===== src/rtl/fpair_pkg.sv =====
// Package: shared encodings for the paired floating-point load control unit.
// Assumes form and class codes arrive as 2-bit fields from the decoder.
package fpair_pkg;

    typedef enum logic [1:0] {
        FORM_SGL = 2'b00,
        FORM_DBL = 2'b01,
        FORM_INT = 2'b10,
        FORM_BAD = 2'b11
    } form_e;

    typedef enum logic [1:0] {
        CLS_PLAIN = 2'b00,
        CLS_ADV   = 2'b01,
        CLS_SPEC  = 2'b10,
        CLS_SPADV = 2'b11
    } ldcls_e;

    // A class defers a NaT exception when its speculative bit is set.
    function automatic logic cls_defers(ldcls_e c);
        return c[1];
    endfunction

endpackage


===== src/rtl/fpair_rot_map.sv =====
// Module: maps one logical FP register number to its physical number.
// Registers below NUM_STATIC map to themselves. The rest rotate by rrb
// modulo NUM_ROT. Assumes rrb_i < NUM_ROT. Purely combinational.
module fpair_rot_map #(
    parameter int REG_W      = 7,
    parameter int NUM_STATIC = 32,
    parameter int NUM_ROT    = 96
) (
    input  logic [REG_W-1:0] logical_i,
    input  logic [REG_W-1:0] rrb_i,
    output logic [REG_W-1:0] phys_o
);
    localparam int SUM_W = REG_W + 1;

    logic             is_rot;
    logic [SUM_W-1:0] offs;
    logic [SUM_W-1:0] raw_sum;
    logic [SUM_W-1:0] wrapped;

    // Compute the rotated index and pick static or rotated result.
    always_comb begin
        is_rot  = (logical_i >= REG_W'(NUM_STATIC));
        offs    = {1'b0, logical_i} - SUM_W'(NUM_STATIC);
        raw_sum = offs + {1'b0, rrb_i};
        wrapped = (raw_sum >= SUM_W'(NUM_ROT)) ? (raw_sum - SUM_W'(NUM_ROT)) : raw_sum;
        phys_o  = is_rot ? REG_W'(wrapped + SUM_W'(NUM_STATIC)) : logical_i;
    end

endmodule


===== src/rtl/fpair_pair_check.sv =====
// Module: legality and partition classification of a physical target pair.
// Flags equal parity or a reserved register (below NUM_RSVD) as illegal.
// Reports which partitions the pair touches. Combinational.
module fpair_pair_check #(
    parameter int REG_W      = 7,
    parameter int NUM_STATIC = 32,
    parameter int NUM_RSVD   = 2
) (
    input  logic [REG_W-1:0] phys_lo_i,
    input  logic [REG_W-1:0] phys_hi_i,
    output logic             bad_o,
    output logic             touch_lo_o,
    output logic             touch_hi_o
);
    localparam int NT = 2;

    logic [REG_W-1:0] phys [NT];
    logic [NT-1:0]    rsvd;
    logic [NT-1:0]    in_lo;
    logic [NT-1:0]    in_hi;

    assign phys[0] = phys_lo_i;
    assign phys[1] = phys_hi_i;

    // Classify each target independently.
    for (genvar g = 0; g < NT; g++) begin : g_cls
        always_comb begin
            rsvd[g]  = (phys[g] < REG_W'(NUM_RSVD));
            in_hi[g] = (phys[g] >= REG_W'(NUM_STATIC));
            in_lo[g] = !rsvd[g] && !in_hi[g];
        end
    end

    // Combine the per-target classes into pair results.
    always_comb begin
        bad_o      = (phys[0][0] == phys[1][0]) || (|rsvd);
        touch_lo_o = |in_lo;
        touch_hi_o = |in_hi;
    end

endmodule


===== src/rtl/fpair_access_gen.sv =====
// Module: derives the byte count and the post-incremented base from the form.
// The increment equals the pair size (twice the element size). The undefined
// form code is flagged here. Combinational.
module fpair_access_gen
    import fpair_pkg::*;
#(
    parameter int ADDR_W    = 64,
    parameter int SGL_BYTES = 8,
    parameter int DBL_BYTES = 16,
    parameter int CNT_W     = $clog2(DBL_BYTES + 1)
) (
    input  form_e             form_i,
    input  logic [ADDR_W-1:0] base_i,
    output logic [CNT_W-1:0]  bytes_o,
    output logic [ADDR_W-1:0] next_base_o,
    output logic              form_bad_o
);
    // Select the pair size and flag the reserved code.
    always_comb begin
        form_bad_o = 1'b0;
        unique case (form_i)
            FORM_SGL: bytes_o = CNT_W'(SGL_BYTES);
            FORM_DBL,
            FORM_INT: bytes_o = CNT_W'(DBL_BYTES);
            default: begin
                bytes_o    = CNT_W'(DBL_BYTES);
                form_bad_o = 1'b1;
            end
        endcase
    end

    // Post-increment the base by the pair size, wrapping at ADDR_W.
    always_comb next_base_o = base_i + ADDR_W'(bytes_o);

endmodule


===== src/rtl/fpair_load_ctl.sv =====
// Module: top of the paired FP load control unit.
// Stage 1 registers the memory request; stage 2 registers the instruction
// result one cycle later. Assumes req_rrb_i < NUM_ROT and no back-pressure
// (every valid request is accepted).
module fpair_load_ctl
    import fpair_pkg::*;
#(
    parameter int ADDR_W     = 64,
    parameter int REG_W      = 7,
    parameter int NUM_STATIC = 32,
    parameter int NUM_ROT    = 96,
    parameter int NUM_RSVD   = 2,
    parameter int SGL_BYTES  = 8,
    parameter int DBL_BYTES  = 16,
    localparam int CNT_W     = $clog2(DBL_BYTES + 1)
) (
    input  logic              clk,
    input  logic              rst_n,
    input  logic              req_valid_i,
    input  logic [1:0]        req_form_i,
    input  logic              req_upd_i,
    input  logic [1:0]        req_class_i,
    input  logic [REG_W-1:0]  req_f1_i,
    input  logic [REG_W-1:0]  req_f2_i,
    input  logic [ADDR_W-1:0] req_base_i,
    input  logic              req_base_nat_i,
    input  logic [REG_W-1:0]  req_rrb_i,
    output logic              mem_valid_o,
    output logic [ADDR_W-1:0] mem_addr_o,
    output logic [CNT_W-1:0]  mem_bytes_o,
    output logic [REG_W-1:0]  lo_slot_o,
    output logic [REG_W-1:0]  hi_slot_o,
    output logic              res_valid_o,
    output logic              base_we_o,
    output logic [ADDR_W-1:0] base_wdata_o,
    output logic              illop_fault_o,
    output logic              nat_fault_o,
    output logic              deferred_o,
    output logic              mod_lo_o,
    output logic              mod_hi_o
);
    localparam int NT = 2;

    logic [REG_W-1:0]  logical [NT];
    logic [REG_W-1:0]  phys    [NT];
    logic              pair_bad, touch_lo, touch_hi;
    logic [CNT_W-1:0]  nbytes;
    logic [ADDR_W-1:0] next_base;
    logic              form_bad;
    logic              illop, natf, defer, issue, commit;

    // Stage-1 result bookkeeping carried to stage 2.
    logic              s1_valid, s1_we, s1_illop, s1_natf, s1_defer, s1_mlo, s1_mhi;
    logic [ADDR_W-1:0] s1_wdata;

    assign logical[0] = req_f1_i;
    assign logical[1] = req_f2_i;

    // One rotation mapper per target.
    for (genvar g = 0; g < NT; g++) begin : g_map
        fpair_rot_map #(
            .REG_W(REG_W), .NUM_STATIC(NUM_STATIC), .NUM_ROT(NUM_ROT)
        ) u_map (
            .logical_i(logical[g]),
            .rrb_i    (req_rrb_i),
            .phys_o   (phys[g])
        );
    end

    fpair_pair_check #(
        .REG_W(REG_W), .NUM_STATIC(NUM_STATIC), .NUM_RSVD(NUM_RSVD)
    ) u_chk (
        .phys_lo_i (phys[0]),
        .phys_hi_i (phys[1]),
        .bad_o     (pair_bad),
        .touch_lo_o(touch_lo),
        .touch_hi_o(touch_hi)
    );

    fpair_access_gen #(
        .ADDR_W(ADDR_W), .SGL_BYTES(SGL_BYTES), .DBL_BYTES(DBL_BYTES), .CNT_W(CNT_W)
    ) u_acc (
        .form_i     (form_e'(req_form_i)),
        .base_i     (req_base_i),
        .bytes_o    (nbytes),
        .next_base_o(next_base),
        .form_bad_o (form_bad)
    );

    // Arbitrate faults: illegal operation first, then the NaT fault or deferral.
    always_comb begin
        illop  = pair_bad || form_bad;
        natf   = !illop && req_base_nat_i && !cls_defers(ldcls_e'(req_class_i));
        defer  = !illop && req_base_nat_i &&  cls_defers(ldcls_e'(req_class_i));
        issue  = req_valid_i && !illop && !req_base_nat_i;
        commit = !illop && !natf;
    end

    // Stage 1: memory request and the registered decode results.
    always_ff @(posedge clk) begin
        if (!rst_n) begin
            mem_valid_o <= 1'b0;
            mem_addr_o  <= '0;
            mem_bytes_o <= '0;
            lo_slot_o   <= '0;
            hi_slot_o   <= '0;
            s1_valid    <= 1'b0;
            s1_we       <= 1'b0;
            s1_wdata    <= '0;
            s1_illop    <= 1'b0;
            s1_natf     <= 1'b0;
            s1_defer    <= 1'b0;
            s1_mlo      <= 1'b0;
            s1_mhi      <= 1'b0;
        end else begin
            mem_valid_o <= issue;
            s1_valid    <= req_valid_i;
            if (req_valid_i) begin
                mem_addr_o  <= req_base_i;
                mem_bytes_o <= nbytes;
                lo_slot_o   <= phys[0];
                hi_slot_o   <= phys[1];
                s1_we       <= req_upd_i && commit;
                s1_wdata    <= next_base;
                s1_illop    <= illop;
                s1_natf     <= natf;
                s1_defer    <= defer;
                s1_mlo      <= touch_lo && commit;
                s1_mhi      <= touch_hi && commit;
            end
        end
    end

    // Stage 2: instruction result, one cycle after the memory request.
    always_ff @(posedge clk) begin
        if (!rst_n) begin
            res_valid_o   <= 1'b0;
            base_we_o     <= 1'b0;
            base_wdata_o  <= '0;
            illop_fault_o <= 1'b0;
            nat_fault_o   <= 1'b0;
            deferred_o    <= 1'b0;
            mod_lo_o      <= 1'b0;
            mod_hi_o      <= 1'b0;
        end else begin
            res_valid_o   <= s1_valid;
            base_we_o     <= s1_valid && s1_we;
            base_wdata_o  <= s1_wdata;
            illop_fault_o <= s1_valid && s1_illop;
            nat_fault_o   <= s1_valid && s1_natf;
            deferred_o    <= s1_valid && s1_defer;
            mod_lo_o      <= s1_valid && s1_mlo;
            mod_hi_o      <= s1_valid && s1_mhi;
        end
    end


    fault_blocks_mem_chk: assert property (@(posedge clk) disable iff (!rst_n)
        res_valid_o && (illop_fault_o || nat_fault_o || deferred_o) |-> !$past(mem_valid_o));


    mem_then_res_chk: assert property (@(posedge clk) disable iff (!rst_n)
        mem_valid_o |=> res_valid_o);


    fault_onehot_chk: assert property (@(posedge clk) disable iff (!rst_n)
        $onehot0({illop_fault_o, nat_fault_o, deferred_o}));


    we_no_fault_chk: assert property (@(posedge clk) disable iff (!rst_n)
        base_we_o |-> res_valid_o && !illop_fault_o && !nat_fault_o);


    slot_parity_chk: assert property (@(posedge clk) disable iff (!rst_n)
        mem_valid_o |-> lo_slot_o[0] != hi_slot_o[0]);


    no_rsvd_slot_chk: assert property (@(posedge clk) disable iff (!rst_n)
        mem_valid_o |-> lo_slot_o >= REG_W'(NUM_RSVD) && hi_slot_o >= REG_W'(NUM_RSVD));


    bytes_legal_chk: assert property (@(posedge clk) disable iff (!rst_n)
        mem_valid_o |-> mem_bytes_o == CNT_W'(SGL_BYTES) || mem_bytes_o == CNT_W'(DBL_BYTES));

endmodule


===== config.mk =====
export PLATFORM = sky130hd
export DESIGN_NAME = fpair_load_ctl
export DESIGN_NICKNAME = d
export VERILOG_FILES = /design/src/rtl/fpair_pkg.sv /design/src/rtl/fpair_rot_map.sv /design/src/rtl/fpair_pair_check.sv /design/src/rtl/fpair_access_gen.sv /design/src/rtl/fpair_load_ctl.sv
export SDC_FILE = /design/constraint.sdc
export NUM_CORES = 1
export LEC_CHECK = 0
export BUFFER_PORTS_ARGS = -buffer_cell sky130_fd_sc_hd__buf_4
export CAP_MARGIN = 20
export CELL_PAD_IN_SITES_DETAIL_PLACEMENT = 1
export CELL_PAD_IN_SITES_GLOBAL_PLACEMENT = 1
export CORE_ASPECT_RATIO = 1.4
export CORE_MARGIN = 2
export CORE_UTILIZATION = 43
export CTS_CLUSTER_SIZE = 16
export DETAILED_ROUTE_END_ITERATION = 10
export HOLD_SLACK_MARGIN = 0.12
export PLACE_DENSITY_LB_ADDON = 0.2
export SLEW_MARGIN = 10
export SYNTH_ARGS = -nofsm -noshare
export SYNTH_HDL_FRONTEND = slang
export SYNTH_SLANG_ARGS = --single-unit

===== constraint.sdc =====
create_clock -name clk -period 5.1 [get_ports clk]
set_input_delay 0.255 -clock clk [delete_from_list [all_inputs] [get_ports clk]]
set_output_delay 0.255 -clock clk [all_outputs]
set_load 0.005 [all_outputs]

==> impl_metrics.json <==
{
  "status": "finished, final reports clean",
  "gr-max-usage-layer": "met2",
  "fmax_mhz": 286.5,
  "crit_fanout": 11,
  "h-tree-depth": 1,
  "cts.sinks": 220,
  "synth_xor_xnor_area_share_pct": 4.768,
  "startpoint_type": "input pin",
  "maxSlewHeadroom_pct": 32.07,
  "synth-adder-area-share_pct": 4.381,
  "grt_pass1_vias": 8761,
  "initial_core_util_pct": 44.02,
  "clock_path_buffers": 3,
  "final-max-slew-violation-count": 0,
  "hp-class": "input pin to flop",
  "ir_worst_vdd_mv": 0.2040,
  "multi_input_area_sq_um": 4617,
  "die_y_um": 178.6,
  "place_ws_ns": 1.640,
  "tightestPinTransition_ns": 0.9933,
  "cts_tree": "yes",
  "drive_gt1_share_pct": 23.62,
  "ys_ff_latch": 220,
  "period_share_pct": 68.44,
  "clockRootBuffer": "clkbuf_16",
  "num_io_pins": 249,
  "antenna_left": 0,
  "synth_area_sq_um": 9368,
  "synth-simple-area-share_pct": 20.20,
  "grt_use_met3_pct": 4.289,
  "grt_max_degree": 107,
  "path_cells": "buf_4, nor2_1, inv_1, ha_1, a21o_1, and3_1, nand3_2, nor4_4, a221oi_1, a311oi_1, dlygate4sd3_1",
  "yosys.area.top_type_share_pct": 47.01,
  "worst_slack_ns": 1.610,
  "fin_tns_setup_ns": 0,
  "synth.avg_cell_area_sq_um": 9.453,
  "criticalPathCategory": "input pin to flop",
  "grtUsageMet1_pct": 27.18,
  "crit_arrival_ns": 3.94,
  "synth_edf_count": 0,
  "fillers": 2370,
  "powerDensity_nw_per_um2": 322.4,
  "dieArea_sq_um": 23000,
  "cp_top_family": "simple AND/OR/NAND/NOR gates",
  "ys.warnings.count": 0,
  "min_period_ns": 3.490,
  "crit_required_ns": 5.54,
  "drv_cap": 0,
  "antenna_found_initial": 1,
  "leakage_nw": 5.737,
  "ys_types": 65,
  "path_clk_slew_ns": 0.07,
  "post-cts-setup-buffers": 0,
  "syn_inst": 991,
  "finalSetupViolCount": 0,
  "via_per_inst": 5.337,
  "place_hpwl_mm": 19.21,
  "track_usage_pct": 24.97,
  "num_vias": 8331,
  "drt_iter0_drc": 354,
  "cp.buffers_inverters": 3,
  "layout.nets": 1409,
  "areaGrowthSynthToFinish_pct": 36.72,
  "synth.mux.area_fraction_pct": 9.109,
  "final-seq-area_sq_um": 4404,
  "synthFlopType": "dfxtp_1",
  "synth_top_family_by_area": "simple AND/OR/NAND/NOR gates",
  "cts_made_buffers": 22,
  "core_sq_um": 21280,
  "portBuffers": 244,
  "async_flop_share_pct": 0,
  "die_x_um": 128.7,
  "clk_latency_ns": 0.52,
  "slowest_delay_ns": 0.69,
  "postLayoutCoreUtil_pct": 60.18,
  "yosysSeqAreaShare_pct": 47.01,
  "wl_mm": 29.55,
  "grt_pass1_wl_mm": 45.79,
  "rows": 63,
  "routedWlPerCell_um": 18.93,
  "firstDrtPassIters": 4,
  "end_kind": "flop",
  "rsz0062_at_grt": "no",
  "overflow": 0,
  "hold_ws_ns": 0.1246,
  "gr-usage-met2_pct": 48.59,
  "hold_viol_final": 0,
  "synth_top_area_cell": "dfxtp_1",
  "synthTopCellsByArea": "dfxtp_1 47%, mux2i_1 7.9%, nor2_1 5.4%",
  "slowest_stage": "nor4_4",
  "place_congestion": 0.8039,
  "drc": 0,
  "synth_compound_area_share_pct": 10.71,
  "fin_skew_ns": 0.02341
}
[cells by family after synthesis]
family                     count (synthesis)
AOI/OAI and AO/OA                        153
xor gates and xnor gates                  51
adders and majority gates                 31
buffers and inverters                     86
DFF                                      220
muxes                                     84
other                                      1
and+or+nand+nor                          365
[layer usage]
layer | vias up | wire length, um | share of wire (%)
met3 | 52 | 1388 | 4.7
met5 | - | 0 | 0
met2 | 216 | 16070 | 54
met1 | 4051 | 11390 | 39
li1 | 4012 | - | -
met4 | 0 | 705 | 2.4
[state kept, by name, indices dropped and copies added, names as in the netlist]
name / flops
base_wdata_o: 64
mem_addr_o: 64
s1_wdata: 61
hi_slot_o: 7
lo_slot_o: 7
mem_bytes_o: 2
base_we_o: 1
deferred_o: 1
illop_fault_o: 1
mem_valid_o: 1
mod_hi_o: 1
mod_lo_o: 1
nat_fault_o: 1
res_valid_o: 1
s1_defer: 1
s1_illop: 1
s1_mhi: 1
s1_mlo: 1
s1_natf: 1
s1_valid: 1
s1_we: 1
[placed cells by master (no fill, tap or decap), types with 4 or more instances in the layout]
master and n:
nand2b_1 8, and3_1 17, nor4_1 4, nand3_1 26, clkbuf_16 22, nand2_1 49, ha_1 28, or2_2 5
clkbuf_1 5, nand3b_1 5, dfxtp_1 220, a2bb2oi_1 5, buf_4 247, dlygate4sd3_1 77, or3_1 5, a211oi_1 29
mux2_1 4, clkbuf_8 8, xnor2_1 26, and2_1 64, inv_1 27, nor2_1 136, a21oi_1 39, a31oi_1 6
a311oi_1 12, o21ai_0 32, nor3_1 5, a221oi_1 5, mux2i_1 74, xor2_1 25, nand4_1 13, mux2_2 6
nor2b_1 9
[repair_timing]
| action | 4_1_cts | 5_1_grt |
|---|---|---|
| hold buffers | 77 | 0 |
| endpoints found under the hold margin | 124 | 0 |
| gates resized for setup | 0 | 0 |
| setup endpoints to repair | 0 | 0 |
[report_power, final]
part | leakage [nW] | total (mW) | internal, mW | switching (mW)
Sequential | 1.81 | 1.87 | 1.82 | 0.0472
Combinational | 3.58 | 0.669 | 0.330 | 0.339
Clock | 0.346 | 1.59 | 0.901 | 0.689
[worst reg2reg max path: cells and delay by family, from the launching register on]
kind / cells / cell delay (ns)
buf+inv: 1 / 0.58
compound gates: 2 / 0.37
flops: 1 / 0.32
simple gates: 1 / 0.13
[synth_stat cells (13+ instances only)]
master    number
dfxtp_1      220
ha_1          28
xor2_1        25
a211oi_1      29
and2_1        64
nand4_1       13
clkbuf_1      43
nand3_1       26
nand2_1       49
xnor2_1       26
and3_1        17
inv_1         27
o21ai_0       32
nor2_1       136
a21oi_1       39
mux2i_1       74
[worst paths after layout]
| check | from | to | slack [ns] | depth (start not counted) |
|---|---|---|---|---|
| worst max register to register | s1_wdata[48] | s1_wdata[48] | 3.64 | 4 |
| worst max-delay path | req_form_i[1] | s1_wdata[48] | 1.61 | 11 |
| worst min register to register | s1_wdata[44] | base_wdata_o[44] | 0.44 | 1 |
| worst min-delay path | req_f1_i[3] | lo_slot_o[3] | 0.12 | 3 |
[area by class of cell]
class / instances / share of cell area [%]
Clock inverter: 6 / 0.3615
Clock buffer: 34 / 5.197
Sequential cell: 220 / 34.39
Multi-Input combinational cell: 687 / 36.05
Timing Repair Buffer: 325 / 20.60
Tap cell: 260 / 2.540
Inverter: 28 / 0.8402
Antenna cell: 1 / 0.01954
[stage by stage]
step                      power (mW)  instance area (sq um)  cells
after global placement         2.494                  11320   1443
after CTS                      4.147                  12800   1560
after detailed placement       2.516                  11320   1443
after global routing           4.300                  12810   1561
after floorplan                2.231                   9375    993
final                          4.129                  12810   1561
(Power assumes the default switching activity.)
